### src/rtl/cvt_pkg.sv
package cvt_pkg;
    typedef enum logic [1:0] {
        SEL_CTRL   = 2'd0,
        SEL_CMP_LO = 2'd1,
        SEL_CMP_HI = 2'd2,
        SEL_TVAL   = 2'd3
    } reg_sel_e;

    typedef struct packed {
        logic mask;
        logic enable;
    } ctrl_t;

    localparam int BIT_EN   = 0;
    localparam int BIT_MASK = 1;
    localparam int BIT_STAT = 2;
endpackage

### src/rtl/cvt_count_src.sv
module cvt_count_src #(
    parameter int  CNT_W   = 64,
    parameter bit  VIRT_EN = 1'b1
) (
    input  logic [CNT_W-1:0] sys_count,
    input  logic [CNT_W-1:0] offset,
    output logic [CNT_W-1:0] count
);
    generate
        if (VIRT_EN) begin : g_virt
            assign count = sys_count - offset;
        end else begin : g_phys
            logic [CNT_W-1:0] unused_off;
            assign unused_off = offset;
            assign count = sys_count;
        end
    endgenerate
endmodule

### src/rtl/cvt_regs.sv
module cvt_regs
    import cvt_pkg::*;
#(
    parameter int REG_W = 32,
    localparam int CNT_W = 2 * REG_W
) (
    input  logic             clk,
    input  logic             rst,
    input  logic             wr_en,
    input  reg_sel_e         sel,
    input  logic [REG_W-1:0] wdata,
    input  logic [CNT_W-1:0] count,
    input  logic             met,
    output ctrl_t            ctrl,
    output logic [CNT_W-1:0] cmp,
    output logic [REG_W-1:0] rdata
);
    logic [CNT_W-1:0] wdata_sx;
    logic [CNT_W-1:0] remain;

    assign wdata_sx = {{(CNT_W-REG_W){wdata[REG_W-1]}}, wdata};
    assign remain   = cmp - count;

    always_ff @(posedge clk) begin
        if (rst) begin
            ctrl <= '0;
            cmp  <= '0;
        end else if (wr_en) begin
            case (sel)
                SEL_CTRL: begin
                    ctrl.enable <= wdata[BIT_EN];
                    ctrl.mask   <= wdata[BIT_MASK];
                end
                SEL_CMP_LO: cmp[REG_W-1:0]     <= wdata;
                SEL_CMP_HI: cmp[CNT_W-1:REG_W] <= wdata;
                SEL_TVAL:   cmp <= count + wdata_sx;
                default: ;
            endcase
        end
    end

    always_comb begin
        rdata = '0;
        case (sel)
            SEL_CTRL: begin
                rdata[BIT_EN]   = ctrl.enable;
                rdata[BIT_MASK] = ctrl.mask;
                rdata[BIT_STAT] = ctrl.enable & met;
            end
            SEL_CMP_LO: rdata = cmp[REG_W-1:0];
            SEL_CMP_HI: rdata = cmp[CNT_W-1:REG_W];
            SEL_TVAL:   rdata = remain[REG_W-1:0];
            default:    rdata = '0;
        endcase
    end

    // a half write keeps the other half
    p_lo_keeps_hi_r5: assert property (@(posedge clk) disable iff (rst)
        (wr_en && sel == SEL_CMP_LO) |=> $stable(cmp[CNT_W-1:REG_W]));
    p_hi_keeps_lo_r5: assert property (@(posedge clk) disable iff (rst)
        (wr_en && sel == SEL_CMP_HI) |=> $stable(cmp[REG_W-1:0]));
    // countdown write lands relative to the count at the write edge
    p_tval_write_r7: assert property (@(posedge clk) disable iff (rst)
        (wr_en && sel == SEL_TVAL) |=> cmp == $past(count) + $past(wdata_sx));
    // disabled channel never reports status
    p_stat_off_r2: assert property (@(posedge clk) disable iff (rst)
        (sel == SEL_CTRL && !ctrl.enable) |-> !rdata[BIT_STAT]);
endmodule

### src/rtl/cvt_irq.sv
module cvt_irq
    import cvt_pkg::*;
#(
    parameter int CNT_W = 64
) (
    input  logic             clk,
    input  logic             rst,
    input  ctrl_t            ctrl,
    input  logic [CNT_W-1:0] count,
    input  logic [CNT_W-1:0] cmp,
    output logic             met,
    output logic             irq
);
    assign met = (count >= cmp);

    always_ff @(posedge clk) begin
        if (rst) irq <= 1'b0;
        else     irq <= ctrl.enable & ~ctrl.mask & met;
    end

    // interrupt is quiet right after reset
    p_reset_quiet_r1: assert property (@(posedge clk) disable iff (rst)
        $past(rst) |-> !irq);
    // a disabled channel leaves the line low one edge later
    p_disabled_quiet_r4: assert property (@(posedge clk) disable iff (rst)
        !ctrl.enable |=> !irq);
    // a masked channel leaves the line low one edge later
    p_masked_quiet_r9: assert property (@(posedge clk) disable iff (rst)
        ctrl.mask |=> !irq);
    // a met, enabled, unmasked condition raises the line one edge later
    p_fire_r3: assert property (@(posedge clk) disable iff (rst)
        (ctrl.enable && !ctrl.mask && met) |=> irq);
endmodule

### src/rtl/cvt_timer_chan.sv
module cvt_timer_chan
    import cvt_pkg::*;
#(
    parameter int REG_W   = 32,
    parameter bit VIRT_EN = 1'b1,
    localparam int CNT_W  = 2 * REG_W,
    localparam int SEL_W  = $bits(reg_sel_e)
) (
    input  logic             clk,
    input  logic             rst,
    input  logic [CNT_W-1:0] sys_count,
    input  logic [CNT_W-1:0] virt_offset,
    input  logic             reg_wr,
    input  logic [SEL_W-1:0] reg_sel,
    input  logic [REG_W-1:0] reg_wdata,
    output logic [REG_W-1:0] reg_rdata,
    output logic             irq
);
    logic [CNT_W-1:0] count;
    logic [CNT_W-1:0] cmp;
    ctrl_t            ctrl;
    logic             met;

    cvt_count_src #(.CNT_W(CNT_W), .VIRT_EN(VIRT_EN)) u_src (
        .sys_count (sys_count),
        .offset    (virt_offset),
        .count     (count)
    );

    cvt_regs #(.REG_W(REG_W)) u_regs (
        .clk   (clk),
        .rst   (rst),
        .wr_en (reg_wr),
        .sel   (reg_sel_e'(reg_sel)),
        .wdata (reg_wdata),
        .count (count),
        .met   (met),
        .ctrl  (ctrl),
        .cmp   (cmp),
        .rdata (reg_rdata)
    );

    cvt_irq #(.CNT_W(CNT_W)) u_irq (
        .clk   (clk),
        .rst   (rst),
        .ctrl  (ctrl),
        .count (count),
        .cmp   (cmp),
        .met   (met),
        .irq   (irq)
    );
endmodule

### config.mk
export PLATFORM = sky130hd
export DESIGN_NAME = cvt_timer_chan
export DESIGN_NICKNAME = d
export VERILOG_FILES = /design/src/rtl/cvt_pkg.sv /design/src/rtl/cvt_count_src.sv /design/src/rtl/cvt_regs.sv /design/src/rtl/cvt_irq.sv /design/src/rtl/cvt_timer_chan.sv
export SDC_FILE = /design/constraint.sdc
export NUM_CORES = 1
export LEC_CHECK = 0
export BUFFER_PORTS_ARGS = -buffer_cell sky130_fd_sc_hd__buf_2
export CORE_MARGIN = 2
export CORE_UTILIZATION = 40
export CTS_BUF_LIST = sky130_fd_sc_hd__clkbuf_4
export CTS_CLUSTER_DIAMETER = 80
export DETAILED_ROUTE_END_ITERATION = 10
export GPL_TIMING_DRIVEN = 0
export SLEW_MARGIN = 20
export SYNTH_ARGS = -nofsm -noshare
export SYNTH_HDL_FRONTEND = slang
export SYNTH_SLANG_ARGS = --single-unit
### constraint.sdc
create_clock -name clk -period 5.9 [get_ports clk]
set_input_delay 0.885 -clock clk [delete_from_list [all_inputs] [get_ports clk]]
set_output_delay 0.885 -clock clk [all_outputs]
set_load 0.01 [all_outputs]
==> results of run 1 <==
logic make-up after synthesis:
group | after synthesis | share of synthesized area
simple gates | 518 | 0.1737
fa+ha+maj | 224 | 0.2062
flops | 67 | 0.09787
compound gates | 708 | 0.3376
xor+xnor | 151 | 0.09650
buf+inv | 289 | 0.08034
mux | 8 | 0.007760
where the power goes:
part           leakage, nW  switching (W)  internal [W]
combinational         7.43        0.00198       0.00138
clock               0.0513       0.000203     0.0000804
sequential           0.552      0.0000313      0.000486
per-stage QoR:
step | TNS (ns) | setup WS [ns] | total power [W]
global route | -21.79 | -1.067 | 0.004454
CTS | -18.98 | -0.8751 | 0.003671
global placement | -54.13 | -1.732 | 0.003241
detailed placement | -54.22 | -1.621 | 0.003263
finish | -13.69 | -0.8843 | 0.004158
floorplan | -0.1460 | -0.09159 | 0.002492
critical path, delay by kind of cell:
| family | cells | cell delay [ns] |
|---|---|---|
| adder cells (fa/ha/maj) | 2 | 0.59 |
| XOR/XNOR | 1 | 0.16 |
| AND/OR/NAND/NOR | 5 | 0.73 |
| AO/OA/AOI/OAI | 16 | 3.27 |
| buffers and inverters | 3 | 0.25 |
registers in the layout (all words and copies together), names as in the netlist:
signal       flops
u_regs.ctrl      2
u_irq.irq        1
u_regs.cmp      64
what timing repair did:
action                                 4_1_cts  5_1_grt
buffers inserted                            20       55
endpoints found under the hold margin        0        0
pin swaps                                   31      136
setup endpoints to repair                   51       53
gates resized for setup                     86      206
area by class of cell:
type | instances | share of cell area
Clock inverter | 5 | 0.001867
Multi-Input combinational cell | 1609 | 0.7314
Clock buffer | 9 | 0.003878
Buffer | 78 | 0.01824
Inverter | 203 | 0.04403
Sequential cell | 67 | 0.07699
Antenna cell | 1 | 0.0001436
Tap cell | 448 | 0.03218
Timing Repair Buffer | 270 | 0.09129
synthesized netlist by cell type, types with 3 or more instances:
cell / count / area [um2]
a2111oi_0: 4 / 35.03
a211o_1: 8 / 70.07
a211oi_1: 38 / 285.3
a21boi_0: 5 / 37.54
a21o_1: 106 / 795.8
a21oi_1: 224 / 1121
a221oi_1: 16 / 140.1
a22o_1: 21 / 183.9
a22oi_1: 3 / 22.52
a311oi_1: 20 / 175.2
a31oi_1: 16 / 100.1
a41oi_1: 3 / 26.28
and2_1: 10 / 62.56
and3_1: 15 / 93.84
and4_1: 5 / 43.79
buf_1: 4 / 15.01
buf_2: 4 / 20.02
buf_4: 3 / 22.52
clkbuf_1: 75 / 281.5
dfxtp_1: 67 / 1341
fa_1: 3 / 60.06
ha_1: 221 / 2765
inv_1: 203 / 762.0
mux2i_1: 5 / 50.05
nand2_1: 193 / 724.4
nand2b_1: 13 / 81.33
nand3_1: 36 / 180.2
nand3b_1: 3 / 22.52
nand4_1: 36 / 225.2
nor2_1: 133 / 499.2
nor2b_1: 23 / 143.9
nor3_1: 23 / 115.1
o2111ai_1: 5 / 43.79
o211ai_1: 19 / 142.6
o21a_1: 17 / 127.6
o21ai_0: 110 / 550.5
o21bai_1: 28 / 210.2
o221ai_1: 6 / 52.55
o22ai_1: 12 / 75.07
o31ai_1: 11 / 82.58
o41ai_1: 6 / 52.55
or2_2: 5 / 31.28
or3_1: 13 / 81.33
xnor2_1: 87 / 762.0
xor2_1: 64 / 560.5
path summary, 6_finish.rpt:
check	startpoint	to	depth (start not counted)
max	virt_offset[4]	reg_rdata[2]	27
min	u_regs.ctrl[1]	u_regs.ctrl[1]	2
max reg2reg	u_regs.cmp[9]	u_irq.irq	14
min reg2reg	u_regs.ctrl[1]	u_regs.ctrl[1]	2
per-layer routing:
metal,vias to the layer above,global-route usage,wire length (um)
li1,7628,-,-
met1,7460,0.3860,23890
met2,686,0.4952,25600
met3,124,0.03503,4099
met4,0,0.1277,2728
met5,-,0,0
==> results.md, run 1 <==
- Antenna violations before repair: 1
- Rel. slew slack: 0.3751
- Inserted Clock Buffers: 9
- Overflow after GRT: 0
- Tmin final: 6.784 ns
- All-Layer GR Usage: 0.2971
- Gate Count Post-Synth: 1965
- DRT iter0 DRCs: 1387
- Max incr delay on CP: 0.40 ns
- Async S/R FF share, synth: 0
- Drc violations: 0
- Crit Path Category: in2out
- Mean post-synth cell area: 6.974 um2
- Drt total wl: 56.32 mm
- Seq/Total Area, Yosys: 0.09787
- Synthesized flop and latch total: 67
- DR vias/cell: 5.910
- Area of the multi-input gates: 12740 um2
- Rows: 67
- Crit path capture type: output pin
- Clock Skew: 0.02293 ns
- Final Hold Fails: 0
- Layout cell share with drive strength beyond 1: 0.2249
- Max-Cap Viols: 0
- ANT nets after route: 0
- Final Instance Area: 17420 um2
- Slew Limit Fails: 0
- Die Width: 189.1 um
- Routed length per instance: 20.94 um
- Core area: 33620 um2
- FF/Latch Area: 1341 um2
- CP Max Fanout: 6
- I/O pin count: 198
- Fmax: 147.4 MHz
- Number of H-tree levels: 3
- Hpwl dp: 45.32 mm
- RSZ-0062 raised after global routing: true
- Top FF cell, synth: dfxtp_1
- Failing checks: setup timing
- Status: finished, violations left
- Syn nets: 2354
- CP max-delay cell: o41ai_4
- Power per standard cell area: 238.7 nW/um2
- First-pass GRT wire length: 82.12 mm
- Worst EP required: 5.02 ns
- Hold/Removal Path Class: reg2reg
- Vias in the first global route: 14520
- CTS tree: built
- Number of enable flip-flop cells after synthesis: 0
- Syn-to-layout area delta: 27.12%
- Hold slack: 0.4964 ns
- Port bufs: 195
- CP startpoint kind: primary input
- Post-route setup slack: -0.8843 ns
- Final worst path period share: 1.150
- Die Y: 189.1 um
- Commonest non-fill, non-tap cell in the layout: inv_1
- CTS max path bufs: 2
- Pre-antenna DRT Iters: 9
- Crit path DAT: 5.90 ns
- Final setup violation count: 44
- # nets final: 2627
- Distinct cell type count after synthesis: 76
- Root Driver: clkbuf_4
- Routability Congestion: 1.031
- Worst-Skew Late Latency: 0.48 ns
- Fin util: 0.5182
- Cell leakage power: 8.033 nW
- Clock Sink Count: 67
- Commonest non-fill, non-tap cells in the layout: 199 x inv_1, 198 x buf_2, 196 x a21oi_1
- Post-cts hold buffer count: 0
- # fillers: 3332
- Finished Layout Cells: 2690
- Worst slew pin tran: 0.9374 ns
- Synth Cell Area: 13700 um2
- Worst VDD drop: 0.09187 mV
- Clock Pin Slew Worst Setup and Hold Paths: 0.15 ns
- YS warnings: 0
- R2r setup slk: 2.26 ns
- Largest net degree at the start of global routing: 36
- Cells after DPL: 2608
- Placed cell area: 15290 um2
- Initial Util: 0.4077
- DIE AREA: 35760 um2
- Vias: 15898
Note: power is estimated with default switching activity, not from simulation.
==> run 2: changes to the inputs <==
Settings changed: REMOVE_ABC_BUFFERS set to 1.
==> results.md, run 2 (synthesis results as in run 1) <==
- Failing checks: setup timing
- DIE AREA: 35760 um2
- Rows: 67
- Die Y: 189.1 um
- Clock Sink Count: 67
- Layout cell share with drive strength beyond 1: 0.2240
- Crit Path Category: in2out
- Buf/Inv on CP: 6
- ANT nets after route: 0
- Worst VDD drop: 0.1063 mV
- Vias in the first global route: 14451
- Initial Util: 0.4077
- Hpwl dp: 40.54 mm
- Hold slack: 0.4693 ns
- CP max-delay cell: a2111oi_4
- Overflow after GRT: 0
- Drt total wl: 52.11 mm
- Commonest non-fill, non-tap cell in the layout: inv_1
- FF/Latch Area: 1341 um2
- Slew Limit Fails: 0
- Max incr delay on CP: 0.43 ns
- Die Width: 189.1 um
- Power per standard cell area: 239.2 nW/um2
- DRT iter0 DRCs: 1039
- RSZ-0062 raised after global routing: true
- Rel. slew slack: 0.2887
- CTS max path bufs: 2
- GR peak layer: met2
- Finished Layout Cells: 2628
- CTS tree: built
- Largest net degree at the start of global routing: 70
- Final worst path period share: 1.129
- CP Max Fanout: 5
- Crit path capture type: output pin
- All-Layer GR Usage: 0.2777
- Worst slew pin tran: 1.067 ns
- Placed cell area: 15000 um2
- Syn-to-layout area delta: 25.13%
- I/O pin count: 198
- Commonest non-fill, non-tap cells in the layout: 199 x inv_1, 197 x a21oi_1, 192 x buf_2
- GR met2 Demand/Resource: 0.4725
- Pre-antenna DRT Iters: 5
- Final Instance Area: 17150 um2
- Worst EP required: 5.02 ns
- Cells after DPL: 2527
- Area of the multi-input gates: 12540 um2
- Root Driver: clkbuf_4
- Drc violations: 0
- Final Hold Fails: 0
- Biggest regs: u_regs.cmp (64), u_regs.ctrl (2), u_irq.irq (1)
- Status: finished, violations left
- Fmax: 150.2 MHz
- Clock Skew: 0.009421 ns
- Worst-Skew Late Latency: 0.46 ns
- Routability Congestion: 0.9646
- Number of H-tree levels: 3
- Max-Cap Viols: 0
- Inserted Clock Buffers: 9
- Core area: 33620 um2
- Hold/Removal Path Class: reg2reg
- DR vias/cell: 5.824
- Global Route met3 Usage: 0.03114
- Post-route setup slack: -0.7600 ns
- Most flop-heavy register: u_regs.cmp
- Met1 usage: 0.3617
- Clock Pin Slew Worst Setup and Hold Paths: 0.12 ns
- # fillers: 3379
- Routed length per instance: 19.83 um
- CP top delay family: compound AO/OA/AOI/OAI gates
- Cell leakage power: 8.002 nW
- Port bufs: 197
- CP startpoint kind: primary input
- Antenna violations before repair: 2
- Final setup violation count: 24
- Largest register FFs: 64
- Vias: 15306
- # nets final: 2563
- Tmin final: 6.660 ns
- First-pass GRT wire length: 78.43 mm
- Crit path DAT: 5.77 ns
-- run 2: changes by cell type in the layout (fill, tap and decap cells not counted), sizes merged --
| cell | delta |
|---|---|
| bufinv | +2 |
| clkinvlp | -2 |
| buf | +3 |
| clkbuf | -65 |
-- run 2: path summary, 6_finish.rpt --
| path | startpoint | endpoint | slack, ns | depth (start not counted) |
|---|---|---|---|---|
| setup / recovery | virt_offset[9] | reg_rdata[2] | -0.76 | 30 |
| hold / removal | u_regs.ctrl[1] | u_irq.irq | 0.47 | 1 |
| setup reg to reg | u_regs.cmp[0] | u_irq.irq | 2.57 | 15 |
| hold reg to reg | u_regs.ctrl[1] | u_irq.irq | 0.47 | 1 |
-- run 2: metrics by stage --
step | TNS, ns | setup slack (ns) | utilization | power [W]
after floorplan | -1.605 | -0.2855 | - | 0.002459
after global placement | -67.03 | -2.360 | 0.4436 | 0.003178
after detailed placement | -58.62 | -2.361 | 0.4463 | 0.003211
after CTS | -9.768 | -0.9838 | 0.4832 | 0.003830
after global routing | -11.39 | -0.9536 | 0.5101 | 0.004397
final | -6.141 | -0.7600 | 0.5101 | 0.004102
-- run 2: power by group --
group / switching [W] / internal [W] / total, W
Clock: 0.000197 / 0.000180 / 0.000377
Combinational: 0.00188 / 0.00133 / 0.00321
Sequential: 0.0000263 / 0.000486 / 0.000513
Total: 0.00210 / 0.00200 / 0.00410
-- run 2: layout make-up --
type,count,area share
flip-flops and latches,67,0.07821
diodes,1,0.0001459
clock inverters,5,0.004524
inverters,203,0.04487
well taps,448,0.03269
clock buffers,11,0.004815
repair buffers,284,0.1032
multi-input cells,1609,0.7315
-- run 2: metal layers --
metal,part of all wire,wire length (um),vias up
met3,0.063,3264,86
li1,-,-,7501
met4,0.035,1801,2
met2,0.46,24140,525
met5,0.00021,11,-
met1,0.44,22890,7192
-- run 2: repair_timing --
item / CTS / global route
hold buffers: 0 / 0
pin swaps: 56 / 86
resized for setup: 149 / 126
buffers inserted: 44 / 42
cloned: 0 / 0
endpoints found under the setup margin: 50 / 54
-- run 2: worst register-to-register path, cell delays in order (launching register included) --
cell	delay (ns)
dfxtp_1	0.41
inv_1	0.07
ha_1	0.30
nand2b_1	0.16
a21o_1	0.19
a21o_1	0.18
a21o_1	0.20
a21oi_1	0.19
o21ai_0	0.14
a21oi_1	0.49
o41ai_4	0.18
a21oi_2	0.18
o211ai_1	0.10
buf_4	0.17
buf_4	0.13
nor3b_1	0.12
